### config.mk
export PLATFORM = sky130hd
export DESIGN_NAME = addr_spi_cmd_decoder
export DESIGN_NICKNAME = d
export VERILOG_FILES = /design/src/rtl/spi_cmd_pkg.sv /design/src/rtl/spi_in_sync.sv /design/src/rtl/spi_frame_shifter.sv /design/src/rtl/spi_cmd_exec.sv /design/src/rtl/addr_spi_cmd_decoder.sv
export SDC_FILE = /design/constraint.sdc
export NUM_CORES = 1
export LEC_CHECK = 0
export BUFFER_PORTS_ARGS = -buffer_cell sky130_fd_sc_hd__buf_2
export CAP_MARGIN = 10
export CORE_MARGIN = 4
export CORE_UTILIZATION = 45
export CTS_CLUSTER_SIZE = 24
export DETAILED_ROUTE_END_ITERATION = 10
export GPL_TIMING_DRIVEN = 0
export HOLD_SLACK_MARGIN = 0.08
export PLACE_DENSITY_LB_ADDON = 0.15
export RECOVER_POWER = 25
export SKIP_CTS_REPAIR_TIMING = 1
export SYNTH_ARGS = -nofsm -noshare
export SYNTH_HDL_FRONTEND = slang
export SYNTH_SLANG_ARGS = --single-unit
### constraint.sdc
create_clock -name clk -period 6.5 [get_ports clk]
set_input_delay 0 -clock clk [delete_from_list [all_inputs] [get_ports clk]]
set_output_delay 0 -clock clk [all_outputs]
set_load 0.01 [all_outputs]
### src/rtl/spi_cmd_pkg.sv
package spi_cmd_pkg;
   localparam int FRAME_W = 16;

   typedef enum logic [3:0] {
      OP_NONE, OP_DRV_ON, OP_DRV_OFF, OP_CFG, OP_NOP, OP_SRST,
      OP_READ, OP_WR_HI, OP_WR_LO, OP_PTR, OP_SET_ADDR
   } op_e;

   function automatic op_e decode_op(input logic [FRAME_W-1:0] f);
      decode_op = OP_NONE;
      if (f[15:4] == 12'hFDA)          decode_op = OP_SET_ADDR;
      else if (f[11:0] == 12'h009)     decode_op = OP_DRV_ON;
      else if (f[11:0] == 12'h00A)     decode_op = OP_DRV_OFF;
      else if (f[11:0] == 12'h222)     decode_op = OP_CFG;
      else if (f[11:0] == 12'h542)     decode_op = OP_NOP;
      else if (f[11:0] == 12'h708)     decode_op = OP_SRST;
      else if (f[11:5] == 7'b0001000)  decode_op = OP_READ;
      else if (f[11:5] == 7'b1100000)  decode_op = OP_PTR;
      else if (f[11:8] == 4'b1010)     decode_op = OP_WR_HI;
      else if (f[11:8] == 4'b1011)     decode_op = OP_WR_LO;
   endfunction
endpackage

### src/rtl/spi_in_sync.sv
module spi_in_sync #(
   parameter int          W       = 4,
   parameter int          STAGES  = 2,
   parameter logic [W-1:0] RST_VAL = '0
) (
   input  logic         clk,
   input  logic         rst_n,
   input  logic [W-1:0] d,
   output logic [W-1:0] q
);
   logic [STAGES-1:0][W-1:0] stg;

   always_ff @(posedge clk or negedge rst_n) begin
      if (!rst_n) stg <= {STAGES{RST_VAL}};
      else        stg <= {stg[STAGES-2:0], d};
   end

   assign q = stg[STAGES-1];
endmodule

### src/rtl/spi_frame_shifter.sv
module spi_frame_shifter
   import spi_cmd_pkg::*;
(
   input  logic               clk,
   input  logic               rst_n,
   input  logic               sclk_s,
   input  logic               cs_n_s,
   input  logic               sdi_s,
   input  logic [FRAME_W-1:0] tx_word,
   output logic               frame_ok,
   output logic               frame_bad,
   output logic [FRAME_W-1:0] rx_word,
   output logic               sdo_bit
);
   localparam int CW  = $clog2(FRAME_W + 2);
   localparam logic [CW-1:0] LIM = CW'(FRAME_W + 1);
   localparam logic [CW-1:0] EXP = CW'(FRAME_W);

   logic               sclk_q, cs_q;
   logic [CW-1:0]      cnt;
   logic [FRAME_W-1:0] tx_sh;
   logic               rise, fall, cs_fall, cs_rise;

   assign rise    =  sclk_s & ~sclk_q;
   assign fall    = ~sclk_s &  sclk_q;
   assign cs_fall = ~cs_n_s &  cs_q;
   assign cs_rise =  cs_n_s & ~cs_q;

   always_ff @(posedge clk or negedge rst_n) begin
      if (!rst_n) begin
         sclk_q    <= 1'b0;
         cs_q      <= 1'b1;
         cnt       <= '0;
         tx_sh     <= '0;
         rx_word   <= '0;
         sdo_bit   <= 1'b0;
         frame_ok  <= 1'b0;
         frame_bad <= 1'b0;
      end else begin
         sclk_q    <= sclk_s;
         cs_q      <= cs_n_s;
         frame_ok  <= 1'b0;
         frame_bad <= 1'b0;
         if (cs_fall) begin
            cnt   <= '0;
            tx_sh <= tx_word;
         end else if (cs_rise) begin
            frame_ok  <= (cnt == EXP);
            frame_bad <= (cnt != EXP);
         end else if (!cs_n_s) begin
            if (rise) begin
               sdo_bit <= tx_sh[FRAME_W-1];
               tx_sh   <= {tx_sh[FRAME_W-2:0], 1'b0};
            end
            if (fall) begin
               rx_word <= {rx_word[FRAME_W-2:0], sdi_s};
               if (cnt != LIM) cnt <= cnt + 1'b1;
            end
         end
      end
   end

   // a completed frame is reported for one cycle only
   a_r1_single_pulse: assert property (@(posedge clk) disable iff (!rst_n)
      frame_ok |=> !frame_ok);
   // a frame is never both accepted and rejected
   a_r1_ok_or_bad: assert property (@(posedge clk) disable iff (!rst_n)
      !(frame_ok && frame_bad));
endmodule

### src/rtl/spi_cmd_exec.sv
module spi_cmd_exec
   import spi_cmd_pkg::*;
#(
   parameter int                 DEPTH   = 32,
   parameter logic [3:0]         OWN_RST = 4'h3,
   parameter logic [FRAME_W-1:0] REG_RST = '0
) (
   input  logic               clk,
   input  logic               rst_n,
   input  logic               frame_ok,
   input  logic               frame_bad,
   input  logic [FRAME_W-1:0] rx_word,
   input  logic               prog_en_s,
   input  logic               err_clr,
   output logic               drv_en,
   output logic               cfg_mode,
   output logic               err_flag,
   output logic               sdo_oe,
   output logic [FRAME_W-1:0] tx_word
);
   localparam int AW = $clog2(DEPTH);

   logic [3:0]                    own_addr;
   logic [AW-1:0]                 ptr;
   logic [DEPTH-1:0][FRAME_W-1:0] regs;
   logic [3:0]                    fa;
   logic                          hit_own, hit, known, run;
   op_e                           op;

   assign fa      = rx_word[15:12];
   assign hit_own = (fa == own_addr);
   assign hit     = hit_own || (fa == 4'h0) || (fa == 4'hF);
   assign op      = decode_op(rx_word);
   assign known   = (op != OP_NONE);
   assign run     = frame_ok && hit && known;

   always_ff @(posedge clk or negedge rst_n) begin
      if (!rst_n) begin
         own_addr <= OWN_RST;
         ptr      <= '0;
         regs     <= {DEPTH{REG_RST}};
         drv_en   <= 1'b0;
         cfg_mode <= 1'b0;
         err_flag <= 1'b0;
         sdo_oe   <= 1'b0;
         tx_word  <= '0;
      end else begin
         if (err_clr) err_flag <= 1'b0;
         if (frame_bad || (frame_ok && hit && !known)) err_flag <= 1'b1;
         if (frame_ok) begin
            if (fa == 4'hF || !hit)  sdo_oe <= 1'b0;
            else if (hit_own && known) sdo_oe <= 1'b1;
         end
         if (run) begin
            tx_word <= rx_word;
            unique case (op)
               OP_DRV_ON:   begin drv_en <= 1'b1; cfg_mode <= 1'b0; end
               OP_DRV_OFF:  drv_en <= 1'b0;
               OP_CFG:      begin cfg_mode <= 1'b1; drv_en <= 1'b0; end
               OP_SRST: begin
                  regs     <= {DEPTH{REG_RST}};
                  ptr      <= '0;
                  drv_en   <= 1'b0;
                  cfg_mode <= 1'b0;
               end
               OP_READ:     tx_word <= regs[rx_word[AW-1:0]];
               OP_PTR:      ptr <= rx_word[AW-1:0];
               OP_WR_HI:    regs[ptr][15:8] <= rx_word[7:0];
               OP_WR_LO:    regs[ptr][7:0]  <= rx_word[7:0];
               OP_SET_ADDR: if (prog_en_s) own_addr <= rx_word[3:0];
               default:     ;
            endcase
         end
      end
   end

   // foreign or broadcast frames release the shared line
   a_r3_release: assert property (@(posedge clk) disable iff (!rst_n)
      (frame_ok && rx_word[15:12] != own_addr && rx_word[15:12] != 4'h0) |=> !sdo_oe);
   // driver state moves only on a completed frame
   a_r4_drv_quiet: assert property (@(posedge clk) disable iff (!rst_n)
      !frame_ok |=> $stable(drv_en));
   // driver enable and configuration state exclude each other
   a_r4_exclusive: assert property (@(posedge clk) disable iff (!rst_n)
      !(drv_en && cfg_mode));
   // chip address is frozen while the qualifier is low
   a_r8_addr_gate: assert property (@(posedge clk) disable iff (!rst_n)
      !prog_en_s |=> $stable(own_addr));
   // a bad-length frame raises the error flag
   a_r1_bad_err: assert property (@(posedge clk) disable iff (!rst_n)
      frame_bad |=> err_flag);
endmodule

### src/rtl/addr_spi_cmd_decoder.sv
module addr_spi_cmd_decoder
   import spi_cmd_pkg::*;
#(
   parameter int                 REG_DEPTH    = 32,
   parameter int                 SYNC_STAGES  = 2,
   parameter logic [3:0]         OWN_ADDR_RST = 4'h3,
   parameter logic [FRAME_W-1:0] REG_RST      = '0
) (
   input  logic clk,
   input  logic rst_n,
   input  logic sclk,
   input  logic cs_n,
   input  logic sdi,
   input  logic addr_prog_en,
   input  logic err_clr,
   output logic sdo,
   output logic sdo_oe,
   output logic drv_en,
   output logic cfg_mode,
   output logic err_flag
);
   generate
      if (REG_DEPTH < 2 || REG_DEPTH > 32 || (REG_DEPTH & (REG_DEPTH - 1)) != 0) begin : g_bad_depth
         $error("REG_DEPTH must be a power of two from 2 to 32");
      end
      if (SYNC_STAGES < 2) begin : g_bad_sync
         $error("SYNC_STAGES must be at least 2");
      end
   endgenerate

   logic [3:0]         pins_s;
   logic               frame_ok, frame_bad;
   logic [FRAME_W-1:0] rx_word, tx_word;

   spi_in_sync #(.W(4), .STAGES(SYNC_STAGES), .RST_VAL(4'b0100)) u_sync (
      .clk(clk), .rst_n(rst_n),
      .d({sclk, cs_n, sdi, addr_prog_en}),
      .q(pins_s)
   );

   spi_frame_shifter u_shift (
      .clk(clk), .rst_n(rst_n),
      .sclk_s(pins_s[3]), .cs_n_s(pins_s[2]), .sdi_s(pins_s[1]),
      .tx_word(tx_word),
      .frame_ok(frame_ok), .frame_bad(frame_bad),
      .rx_word(rx_word), .sdo_bit(sdo)
   );

   spi_cmd_exec #(.DEPTH(REG_DEPTH), .OWN_RST(OWN_ADDR_RST), .REG_RST(REG_RST)) u_exec (
      .clk(clk), .rst_n(rst_n),
      .frame_ok(frame_ok), .frame_bad(frame_bad), .rx_word(rx_word),
      .prog_en_s(pins_s[0]), .err_clr(err_clr),
      .drv_en(drv_en), .cfg_mode(cfg_mode), .err_flag(err_flag),
      .sdo_oe(sdo_oe), .tx_word(tx_word)
   );
endmodule

---- After elaboration in Yosys (flattened, before gate mapping) ----
Index checks and enable logic that the tools add are counted.
storage, ports and cells
  input port bits ......................... 7
  word-level logic and storage cells ...... 163
  output and inout bits ................... 5
  register bits ........................... 591
operators by class
  bitwise gates (word level) .............. 10
  $add $sub $neg .......................... 1
  muxes and demuxes ....................... 40
  reduce and logical (&&, ||, !) cells .... 34
  order comparisons ....................... 3
  eq/ne operators ......................... 26
operator list
  cell                  count
  $pmux 512 s3          1
  $bwmux 512            2
  $demux 16 s5          2
  $mux 16               7
  $bmux 16 s5           1
  $mux 4                10
  $mux 5                5
  $eq 12x11->1 const B  2
  $eq 12x4->1 const B   2
  $eq 4x4->1 const B    6
  $reduce_bool 2->1     8
  $eq 12x10->1 const B  1
  $eq 12x12->1 const B  1
  $eq 4x3->1 const B    3
  $lt 5x6->1 const B    2
  $reduce_and 4->1      3
  $ne 5x5->1 const B    2
  $pmux 5 s2            1
  $reduce_and 2->1      5
  $eq 4x2->1 const B    2
  $mux 1                8
  $mux 8                1
  $eq 7x4->1 const B    1
  $eq 7x7->1 const B    1
  18 further kinds      37

---- Depth between registers and ports, before layout ----
  depth in word-level cells ............... 16
  gate-level depth with buffers ........... 11
  mapped depth without buffers ............ 7

---- Cells and area by module ----
From an unflattened synthesis, not the netlist that was laid out.
second synthesis, totals
  cells, all modules ...................... 2022
  area, all modules ....................... 27123.5 um^2
by module, submodules not included
  module             area an instance (um^2)  instances  cells each  sequential area each (um^2)
  spi_cmd_exec       24858.8                  1          1864        13540.5
  spi_frame_shifter  2031.9                   1          146         1052.3
  spi_in_sync        232.7                    1          12          202.7

---- Least setup slack after synthesis ----
OpenSTA, ideal clock, no wires.
  kind .................................... register to register
  start ................................... reg u_shift.rx_word[6]
  end ..................................... reg u_exec.regs[440] (netlist name)
  stages on the path, launching flop included .. 10
  library setup time ...................... 0.121 ns
  path buffers ............................ 3
  period minus slack after synthesis ...... 2.429 ns
  data arrival time ....................... 2.308 ns
  setup slack ............................. 4.071 ns
  required time ........................... 6.379 ns
  cell sequence ........................... dfrtp_1 -> clkbuf_1 -> nor4b_2 -> nand4_2 -> and4_1 -> buf_2 -> a41oi_4 -> buf_2 -> nand2_2 -> a22o_1
between the ends
  word-level cells in the longest chain between the ends .. 12
  elaborated cells between the ends (all ways) .. 24
  those cells by class .................... 11 x eq/ne; 9 x mux; 4 x reduce/logical
ends and longest elaborated chain
  item                                                                     line                     RTL
  from (decl)                                                              spi_frame_shifter.sv:12  output logic [FRAME_W-1:0] rx_word,
  from (signal assigned)                                                   spi_frame_shifter.sv:56  rx_word <= {rx_word[FRAME_W-2:0], sdi_s};
  $eq 7x7->1                                                               spi_cmd_pkg.sv:18        else if (f[11:5] == 7'b1100000) decode_op = OP_PTR;
  $mux 4                                                                   spi_cmd_pkg.sv:18
  $mux 4                                                                   spi_cmd_pkg.sv:17        else if (f[11:5] == 7'b0001000) decode_op = OP_READ;
  $mux 4                                                                   spi_cmd_pkg.sv:16        else if (f[11:0] == 12'h708) decode_op = OP_SRST;
  $mux 4                                                                   spi_cmd_pkg.sv:15        else if (f[11:0] == 12'h542) decode_op = OP_NOP;
  $mux 4                                                                   spi_cmd_pkg.sv:14        else if (f[11:0] == 12'h222) decode_op = OP_CFG;
  $mux 4                                                                   spi_cmd_pkg.sv:13        else if (f[11:0] == 12'h00A) decode_op = OP_DRV_OFF;
  $mux 4                                                                   spi_cmd_pkg.sv:12        else if (f[11:0] == 12'h009) decode_op = OP_DRV_ON;
  $mux 4 *                                                                 spi_cmd_pkg.sv:11        if (f[15:4] == 12'hFDA) decode_op = OP_SET_ADDR;
  $eq 4x3->1, or another cell as far along                                 spi_cmd_exec.sv:56       unique case (op)
  $reduce_bool 3->1 (no line) / $logic_and 1x1->1 (equally long branches)  n/a
  $reduce_and 2->1 (no line)                                               n/a
  to (signal assigned)                                                     spi_cmd_exec.sv:61       regs <= {DEPTH{REG_RST}};
  to (signal, indexed assignment)                                          spi_cmd_exec.sv:68       OP_WR_HI: regs[ptr][15:8] <= rx_word[7:0];
  to (signal, indexed assignment)                                          spi_cmd_exec.sv:69       OP_WR_LO: regs[ptr][7:0] <= rx_word[7:0];
  to (decl)                                                                spi_cmd_exec.sv:25       logic [DEPTH-1:0][FRAME_W-1:0] regs;
Every way passes the cells marked *; elsewhere a longest branch is shown, timed or not.
A chain may end at the register's enable or synchronous reset.

---- Worst setup path in the final report ----
  start ................................... reg u_shift.rx_word[6]
  end ..................................... reg u_exec.regs[309] (netlist name)
The elaborated chain is that of the path after synthesis.

==> impl_metrics.env <==
export IMPL_hpwl_mm=67.4
export IMPL_rsz0062_at_grt="no"
export IMPL_ys_flop_type="dfrtp_1"
export IMPL_synthCells=2518
export IMPL_crit_type="register to register"
export IMPL_pwr_density_cell_nw_per_um2=301
export IMPL_cp_max_fo=10
export IMPL_start_util=0.456
export IMPL_synth_top_area_frac=0.555
export IMPL_multiInputGateArea_sq_um=10900
export IMPL_yosys_warnings=0
export IMPL_layout_common_cells="nand2_1, dfrtp_1, o21ai_0, mux4_2, clkbuf_1"
export IMPL_critical_path_required_ns=6.95
export IMPL_fin_skew_ns=0.0242
export IMPL_die_area_sq_um=62600
export IMPL_ys_types=60
export IMPL_cts_tree="done"
export IMPL_pre_cts_ws_ns=2.26
export IMPL_min_path_cells=5
export IMPL_cp_start_kind="register"
export IMPL_slew_violations=230
export IMPL_wl_per_cell_microns=28.4
export IMPL_routed_wl_mm=97.6
export IMPL_hold_class="input pin to register"
export IMPL_clk_latency_ns=0.61
export IMPL_grt_pass1_vias=21200
export IMPL_io_buffers=11
export IMPL_finalSetupViolCount=0
export IMPL_clock_sinks=591
export IMPL_vias=21600
export IMPL_die_h_microns=250
export IMPL_final_seq_area_sq_um=14800
export IMPL_path_delay_family="buffers and inverters"
export IMPL_yosys_top_cells_area="dfrtp_1, o21ai_0, mux4_2"
export IMPL_max_freq_mhz=219
export IMPL_cts_buffer_depth=3
export IMPL_clockRootBuffer="clkbuf_16"
export IMPL_synth_area_sq_um=26400
export IMPL_cts_reportedPaths_clkPinSlew_ns=0.06
export IMPL_place_congestion=1.02
export IMPL_crit_buf_inv=3
export IMPL_antenna_found_initial=4
export IMPL_ys_seq_area_frac=0.560
export IMPL_synth_edf_count=0
export IMPL_p_leak_nw=12.7
export IMPL_end_kind="register"
export IMPL_worst_pin_slew_ns=2.98
export IMPL_drc_errors=0
export IMPL_crit_path_max_incr_delay_ns=0.95
export IMPL_grt_max_degree=122
export IMPL_n_fill_cell=5281
export IMPL_drt_vias_per_instance=6.30
export IMPL_finish_net_count=2633
export IMPL_r2r_end="u_exec.regs[309]"
export IMPL_yosysTopAreaCell="dfrtp_1"
export IMPL_min_period_over_period=0.702
export IMPL_num_io_pins=12
export IMPL_crit_top_cell="clkbuf_1"
export IMPL_violations="max-capacitance violations, max-slew violations"
export IMPL_layout_cells_most_common="nand2_1"
export IMPL_finalHoldViolations=0
export IMPL_place_inst=3303
export IMPL_first_iter_violations=2536
export IMPL_synth_avg_cell_area_sq_um=10.5
export IMPL_grt_pass1_wl_mm=144
export IMPL_cap_violations=2
export IMPL_fin_cells=3433
export IMPL_area_growth_pct=13.3
export IMPL_htreeDepth=3
export IMPL_fin_crit_ns=4.57
export IMPL_firstDrtPassIters=6
export IMPL_num_antenna_cells=0
export IMPL_peakVddDrop_uv=213
export IMPL_core_area_sq_um=57900
export IMPL_synth_nets=2531
export IMPL_cpMaxStageDelayCell="clkbuf_1"
export IMPL_r2r_start="u_shift.rx_word[6]"
export IMPL_worst_slack_ns=1.93
export IMPL_crit_chain="clkbuf_1 -> nor2_1 -> nand3_1 -> o2111a_1 -> a41o_1 -> or2_1 -> clkbuf_1 -> clkbuf_1 -> o21ai_0"
export IMPL_gr_usage_all_layers=0.309
export IMPL_ff2ff_path_depth=9
export IMPL_hp_start="err_clr"
export IMPL_ant_nets=0
export IMPL_relSlewSlack=-0.988
export IMPL_worst_r2r_setup_slack_ns=1.93
export IMPL_drive_gt1_frac=0.124
export IMPL_outcome="complete, but fails checks"
export IMPL_async_reset_ff_frac=1.00
export IMPL_crit_arrival_ns=5.02
export IMPL_whs_endpoint="u_exec.err_flag"
export IMPL_synth_seq_cells=591
export IMPL_cts_buffers_inserted=67
export IMPL_dieWidth_microns=250
export IMPL_grt_ovfl_total=0
export IMPL_rows=88
## layer usage
metal	GRT usage	wire length (microns)	part of all wire
met5	0	22	0.00023
met4	0.160	6160	0.063
met3	0.0837	9890	0.10
met2	0.459	43000	0.44
met1	0.420	38600	0.40
## tightest hold or removal path, delay by kind of cell
| family | cells | cell delay (ns) |
|---|---|---|
| AOI/OAI and AO/OA | 2 | 0.11 |
| buffers and inverters | 3 | 0.69 |
## synthesized netlist by cell type, drive strengths merged (7+ instances only)
library cell / count
a211oi: 8
a21oi: 35
a22o: 37
a22oi: 21
buf: 65
clkbuf: 87
dfrtp: 586
inv: 7
mux2: 29
mux2i: 35
mux4: 119
nand2: 685
nand3: 23
nand4: 10
nor2: 51
nor2b: 7
nor3: 14
o21ai: 602
o22ai: 13
## stage by stage
stage                     hold WS [ns]  setup TNS [ns]   util  total power, mW  cell area (sq um)
after floorplan                 -0.296               0      -             4.49              26400
after global placement           0.107        -3697.01  0.473             5.15              27400
after detailed placement        0.0279               0  0.477             5.19              27600
after CTS                       -0.606               0  0.515             9.00              29800
after global routing             0.262               0  0.516             9.23              29900
final                            0.233               0  0.516             9.01              29900
## cells by family after synthesis
kind of cell,share of synthesized area
AO/OA/AOI/OAI,0.152
multiplexers,0.127
adder cells (fa/ha/maj),0.00284
flip-flops,0.560
buffers and inverters,0.0250
XOR/XNOR,0.00133
AND/OR/NAND/NOR,0.131
## where the power goes
group | internal, mW | switching (mW) | total (mW)
Combinational | 0.366 | 1.08 | 1.45
Sequential | 3.71 | 0.0265 | 3.73
Clock | 2.30 | 1.53 | 3.83
## final cells by class
class	instances	area share
Sequential cell	591	0.495
Timing Repair Buffer	33	0.0113
Buffer	152	0.0210
Multi-Input combinational cell	1766	0.366
Tap cell	765	0.0320
Inverter	9	0.00113
Clock inverter	12	0.00477
Clock buffer	105	0.0690
## sequential cells by signal (all words and copies together), names as in the netlist, 4 cells and up
name / cells
u_sync.q: 4
u_shift.cnt: 5
u_shift.tx_sh: 16
u_exec.own_addr: 4
u_sync.stg: 4
u_exec.tx_word: 16
u_shift.rx_word: 16
u_exec.ptr: 5
u_exec.regs: 512
## worst max-delay path by stage
stage / start / end / slack (ns) / depth (start not counted)
final: u_shift.rx_word[6] / u_exec.regs[309] / 1.93 / 9
after global placement: rst_n / u_exec.regs[160] / -6.37 / 1
after detailed placement: u_shift.rx_word[6] / u_exec.regs[311] / 2.26 / 9
after global routing: rst_n / u_exec.regs[295] / 1.86 / 4
after floorplan: u_shift.rx_word[6] / u_exec.regs[440] / 4.07 / 9
after CTS: u_shift.rx_word[6] / u_exec.regs[311] / 2.25 / 9
Note: power is estimated with default switching activity, not from simulation.
